**src/rtl/idacc_pkg.sv**
```systemverilog
package idacc_pkg;
  localparam int unsigned ID_W   = 11;
  localparam int unsigned FLT_W  = 8;
  localparam int unsigned ADDR_W = 8;
  localparam int unsigned LSB_OFS = ID_W - FLT_W;
  localparam logic [ADDR_W-1:0] CODE_ADDR = 8'h24;
  localparam logic [ADDR_W-1:0] MASK_ADDR = 8'h25;

  typedef enum logic [1:0] {SEL_NONE, SEL_CODE, SEL_MASK} reg_sel_e;

  // Upper identifier bits that take part in filtering
  function automatic logic [FLT_W-1:0] id_upper(input logic [ID_W-1:0] id);
    return id[ID_W-1 -: FLT_W];
  endfunction

  // Accept when every cared position (mask bit 0) agrees with the code
  function automatic logic filt_accept(input logic [FLT_W-1:0] idu,
                                       input logic [FLT_W-1:0] code,
                                       input logic [FLT_W-1:0] mask);
    return &(mask | ~(idu ^ code));
  endfunction

  function automatic reg_sel_e decode_addr(input logic [ADDR_W-1:0] a);
    if (a == CODE_ADDR) return SEL_CODE;
    if (a == MASK_ADDR) return SEL_MASK;
    return SEL_NONE;
  endfunction
endpackage

```
**src/rtl/idacc_regs.sv**
```systemverilog
module idacc_regs
  import idacc_pkg::*;
#(
  parameter int unsigned AW = ADDR_W,
  parameter int unsigned DW = FLT_W
) (
  input  logic          clk,
  input  logic          rst_n,
  input  logic          unlock,
  input  logic [AW-1:0] addr,
  input  logic [DW-1:0] wdata,
  input  logic          we,
  output logic [DW-1:0] rdata,
  output logic [DW-1:0] code_q,
  output logic [DW-1:0] mask_q,
  output logic          wr_code,
  output logic          wr_mask
);
  reg_sel_e sel;

  always_comb sel = decode_addr(addr);

  assign wr_code = unlock && we && (sel == SEL_CODE);
  assign wr_mask = unlock && we && (sel == SEL_MASK);

  always_ff @(posedge clk or negedge rst_n) begin
    if (!rst_n) begin
      code_q <= '0;
      mask_q <= '0;
    end else begin
      if (wr_code) code_q <= wdata;
      if (wr_mask) mask_q <= wdata;
    end
  end

  always_comb begin
    rdata = '0;
    if (unlock) begin
      unique case (sel)
        SEL_CODE: rdata = code_q;
        SEL_MASK: rdata = mask_q;
        default:  rdata = '0;
      endcase
    end
  end
endmodule

```
**src/rtl/idacc_match.sv**
```systemverilog
module idacc_match
  import idacc_pkg::*;
#(
  parameter int unsigned W = FLT_W
) (
  input  logic         clk,
  input  logic         rst_n,
  input  logic         strobe,
  input  logic [W-1:0] idu,
  input  logic [W-1:0] code,
  input  logic [W-1:0] mask,
  output logic [W-1:0] bit_hit,
  output logic         hit_now,
  output logic         out_valid,
  output logic         out_accept
);
  for (genvar i = 0; i < W; i++) begin : g_bit
    assign bit_hit[i] = mask[i] | (idu[i] ~^ code[i]);
  end

  assign hit_now = &bit_hit;

  always_ff @(posedge clk or negedge rst_n) begin
    if (!rst_n) begin
      out_valid  <= 1'b0;
      out_accept <= 1'b0;
    end else begin
      out_valid  <= strobe;
      out_accept <= strobe & hit_now;
    end
  end
endmodule

```
**src/rtl/idacc_filter.sv**
```systemverilog
module idacc_filter
  import idacc_pkg::*;
(
  input  logic              clk,
  input  logic              rst_n,
  input  logic              reset_req,
  input  logic [ADDR_W-1:0] reg_addr,
  input  logic [FLT_W-1:0]  reg_wdata,
  input  logic              reg_we,
  output logic [FLT_W-1:0]  reg_rdata,
  input  logic              id_valid,
  input  logic [ID_W-1:0]   id_bits,
  output logic              res_valid,
  output logic              res_accept
);
  logic [FLT_W-1:0] code_q, mask_q, id_hi, bit_hit;
  logic             wr_code, wr_mask, hit_now;

  assign id_hi = id_upper(id_bits);

  idacc_regs #(.AW(ADDR_W), .DW(FLT_W)) u_regs (
    .clk(clk), .rst_n(rst_n), .unlock(reset_req),
    .addr(reg_addr), .wdata(reg_wdata), .we(reg_we),
    .rdata(reg_rdata), .code_q(code_q), .mask_q(mask_q),
    .wr_code(wr_code), .wr_mask(wr_mask)
  );

  idacc_match #(.W(FLT_W)) u_match (
    .clk(clk), .rst_n(rst_n), .strobe(id_valid), .idu(id_hi),
    .code(code_q), .mask(mask_q), .bit_hit(bit_hit), .hit_now(hit_now),
    .out_valid(res_valid), .out_accept(res_accept)
  );
endmodule

```
**config.mk**
```make
export PLATFORM = sky130hd
export DESIGN_NAME = idacc_filter
export DESIGN_NICKNAME = d
export VERILOG_FILES = /design/src/rtl/idacc_pkg.sv /design/src/rtl/idacc_regs.sv /design/src/rtl/idacc_match.sv /design/src/rtl/idacc_filter.sv
export SDC_FILE = /design/constraint.sdc
export NUM_CORES = 1
export LEC_CHECK = 0
export BUFFER_PORTS_ARGS = -buffer_cell sky130_fd_sc_hd__clkbuf_2
export CAP_MARGIN = 20
export CORE_MARGIN = 4
export CORE_UTILIZATION = 45
export DETAILED_ROUTE_END_ITERATION = 10
export GPL_TIMING_DRIVEN = 0
export PLACE_DENSITY = 0.88
export SYNTH_ARGS = -nofsm -noshare
export SYNTH_HDL_FRONTEND = slang
export SYNTH_SLANG_ARGS = --single-unit
```
**constraint.sdc**
```tcl
create_clock -name clk -period 1.73 [get_ports clk]
set_clock_uncertainty 0.15 [all_clocks]
set_input_delay 0 -clock clk [delete_from_list [all_inputs] [get_ports clk]]
set_output_delay 0 -clock clk [all_outputs]
set_load 0.05 [all_outputs]
```
==> results.sh <==
export IMPL_status="finished, final reports clean"
export IMPL_area_delta_synth_final_pct=40.3
export IMPL_synthTopCellsByArea="dfrtp_1, mux2_2, mux2i_1, xnor2_1, nor2_1"
export IMPL_final_cells=151
export IMPL_grt_overflow=0
export IMPL_layout_setup_ws_ns=0.126
export IMPL_final_area_um2=1290
export IMPL_die_y_um=53.3
export IMPL_worstSkewPairLatency_ns=0.29
export IMPL_numCtsBuffers=3
export IMPL_htreeDepth=1
export IMPL_root_buffer="clkbuf_4"
export IMPL_ys_async_sr_fraction=1.00
export IMPL_maxCapViolCount=0
export IMPL_fmax_mhz=623
export IMPL_num_rows=16
export IMPL_final_antenna_net_count=0
export IMPL_grt_pass1_wl_um=3170
export IMPL_port_buffers=37
export IMPL_p_per_area_nw_per_um2=589
export IMPL_synth_edf_count=0
export IMPL_yosysWarningCount=0
export IMPL_cp_end_kind="register"
export IMPL_die_w_um=53.3
export IMPL_io_pins=42
export IMPL_ys_flop_type="dfrtp_1"
export IMPL_avgSynthCellArea_um2=13.0
export IMPL_syn_num_nets=103
export IMPL_synthesis_area_um2=922
export IMPL_place_congestion=0.685
export IMPL_critPathRequiredTime_ns=1.78
export IMPL_worst_slew_pin_slew_ns=0.445
export IMPL_finalCritPeriodShare=0.927
export IMPL_ys_top_cells_by_count="dfrtp_1, mux2_2, nor2_1, mux2i_1, xnor2_1"
export IMPL_drt_iter0_markers=6
export IMPL_rsz0062_at_grt="no"
export IMPL_dp_hpwl_um=1430
export IMPL_cts_buffer_depth=2
export IMPL_drcViolationCount=0
export IMPL_antenna_found_initial=0
export IMPL_p_leak_nw=0.683
export IMPL_synth_top_area_frac=0.488
export IMPL_finalSetupTns_ns=0
export IMPL_fillers=172
export IMPL_gr_usage_all_layers=0.161
export IMPL_finalPower_w=0.000762
export IMPL_post_drt_via_cell_ratio=4.93
export IMPL_ys_seq_area_frac=0.488
export IMPL_vdd_drop_max_v=0.000390
export IMPL_fin_nets=158
export IMPL_layout_drive_gt1_share=0.492
export IMPL_placed_area_um2=1140
export IMPL_worstSetupPathType="register to register"
export IMPL_relSlewSlack=0.703
export IMPL_synth_seq_cells=18
export IMPL_core_region_area_um2=1960
export IMPL_yosysMostFrequentCell="dfrtp_1"
export IMPL_path_clk_slew_ns=0.09
export IMPL_grt_max_degree=19
export IMPL_pre_cts_slack_ns=0.290
export IMPL_vias=744
export IMPL_grt_pass1_vias=744
export IMPL_placedCellCount=135
export IMPL_finalSetupViolCount=0
export IMPL_cts_sinks=18
export IMPL_worstPathMaxFanout=3
export IMPL_hold_class="input pin to register"
export IMPL_die_area_um2=2840
export IMPL_wire_per_inst_um=13.3
export IMPL_drv_slew=0
export IMPL_synth_cell_type_count=15
export IMPL_initial_core_util=0.470
export IMPL_drt_total_wl_um=2000
export IMPL_syn_inst=71
export IMPL_cts_tree="built"
export IMPL_crit_arrival_ns=1.66
export IMPL_firstDrtPassIters=4
export IMPL_antenna_cells=0
export IMPL_final_hold_viol_count=0
export IMPL_min_period_ns=1.60
export IMPL_yosysTopAreaCell="dfrtp_1"
export IMPL_critPathLaunchType="register"
## cells by family after synthesis
group,share of synthesized area
multiplexers,0.282
flip-flops,0.488
AND/OR/NAND/NOR,0.122
XOR/XNOR,0.0760
AO/OA/AOI/OAI,0.0258
buffers and inverters,0.00542
## final cells by class
cell class	count	area (µm²)	share of cell area
multi-input cells	52	467	0.361
flip-flops and latches	18	450	0.348
repair buffers	50	315	0.244
well taps	27	33.8	0.0261
clock buffers	3	22.5	0.0174
plain buffers	1	5.00	0.00387
## cells in the final DEF, fill, tap and decap left out, drive strengths merged
| cell type | synthesis | layout |
|---|---|---|
| nand4 | 1 | 1 |
| nand4b | 1 | 1 |
| mux2i | 8 | 8 |
| nor4b | 1 | 1 |
| dfrtp | 18 | 18 |
| o21ai | 1 | 1 |
| xnor2 | 8 | 8 |
| or3 | 1 | 1 |
| nand2 | 1 | 1 |
| buf | 1 | 1 |
| and4bb | 1 | 1 |
| dlygate4sd3 | 0 | 13 |
| clkbuf | 0 | 40 |
| o22ai | 3 | 3 |
| nor3 | 1 | 1 |
| nor2 | 9 | 9 |
| mux2 | 16 | 16 |
## worst max-delay path, stage by stage (launching register included)
cell	delay [ns]
dfrtp_1	0.41
xnor2_1	0.18
o22ai_1	0.11
dlygate4sd3_1	0.56
nor3_1	0.13
## state kept, by name (all words and copies together) (netlist names)
name and cells:
u_regs.code_q 8, u_regs.mask_q 8, u_match.out_valid 1, u_match.out_accept 1
## per-stage QoR
step                utilization  hold slack (ns)
global route              0.659           0.0425
detailed placement        0.582           -0.188
floorplan                     -           -0.446
global placement          0.582           -0.199
CTS                       0.659           0.0176
finish                    0.659          0.00775
## power breakdown
part / internal [W] / switching [W]
Clock: 0.0000808 / 0.000122
Sequential: 0.000432 / 0.00000795
Combinational: 0.0000709 / 0.0000488
## routing by layer
metal	GRT usage	vias to the layer above	share of wire
met5	0	-	0
li1	-	361	-
met1	0.182	354	0.41
met4	0.0894	0	0.016
met2	0.276	27	0.50
met3	0.0366	2	0.073
## timing repair
action	CTS	global route
hold buffers	13	0
hold endpoints to repair	36	0
buffers inserted	0	0
resized for setup	0	0
## worst paths after layout
path,startpoint,end,slack [ns],cells past startpoint
worst min-delay path,id_bits[9],u_match.out_accept$_DFF_PN0_,0.008,5
worst max-delay path,u_regs.code_q[5]$_DFFE_PN0P_,u_match.out_accept$_DFF_PN0_,0.13,4
worst max register to register,u_regs.code_q[5]$_DFFE_PN0P_,u_match.out_accept$_DFF_PN0_,0.13,4
max in group asynchronous,rst_n,u_match.out_valid$_DFF_PN0_,1.09,2
min in group asynchronous,rst_n,u_regs.code_q[4]$_DFFE_PN0P_,0.02,2
worst min register to register,u_regs.mask_q[6]$_DFFE_PN0P_,u_regs.mask_q[6]$_DFFE_PN0P_,0.38,1
No activity file was read; power rests on OpenSTA's default activity.
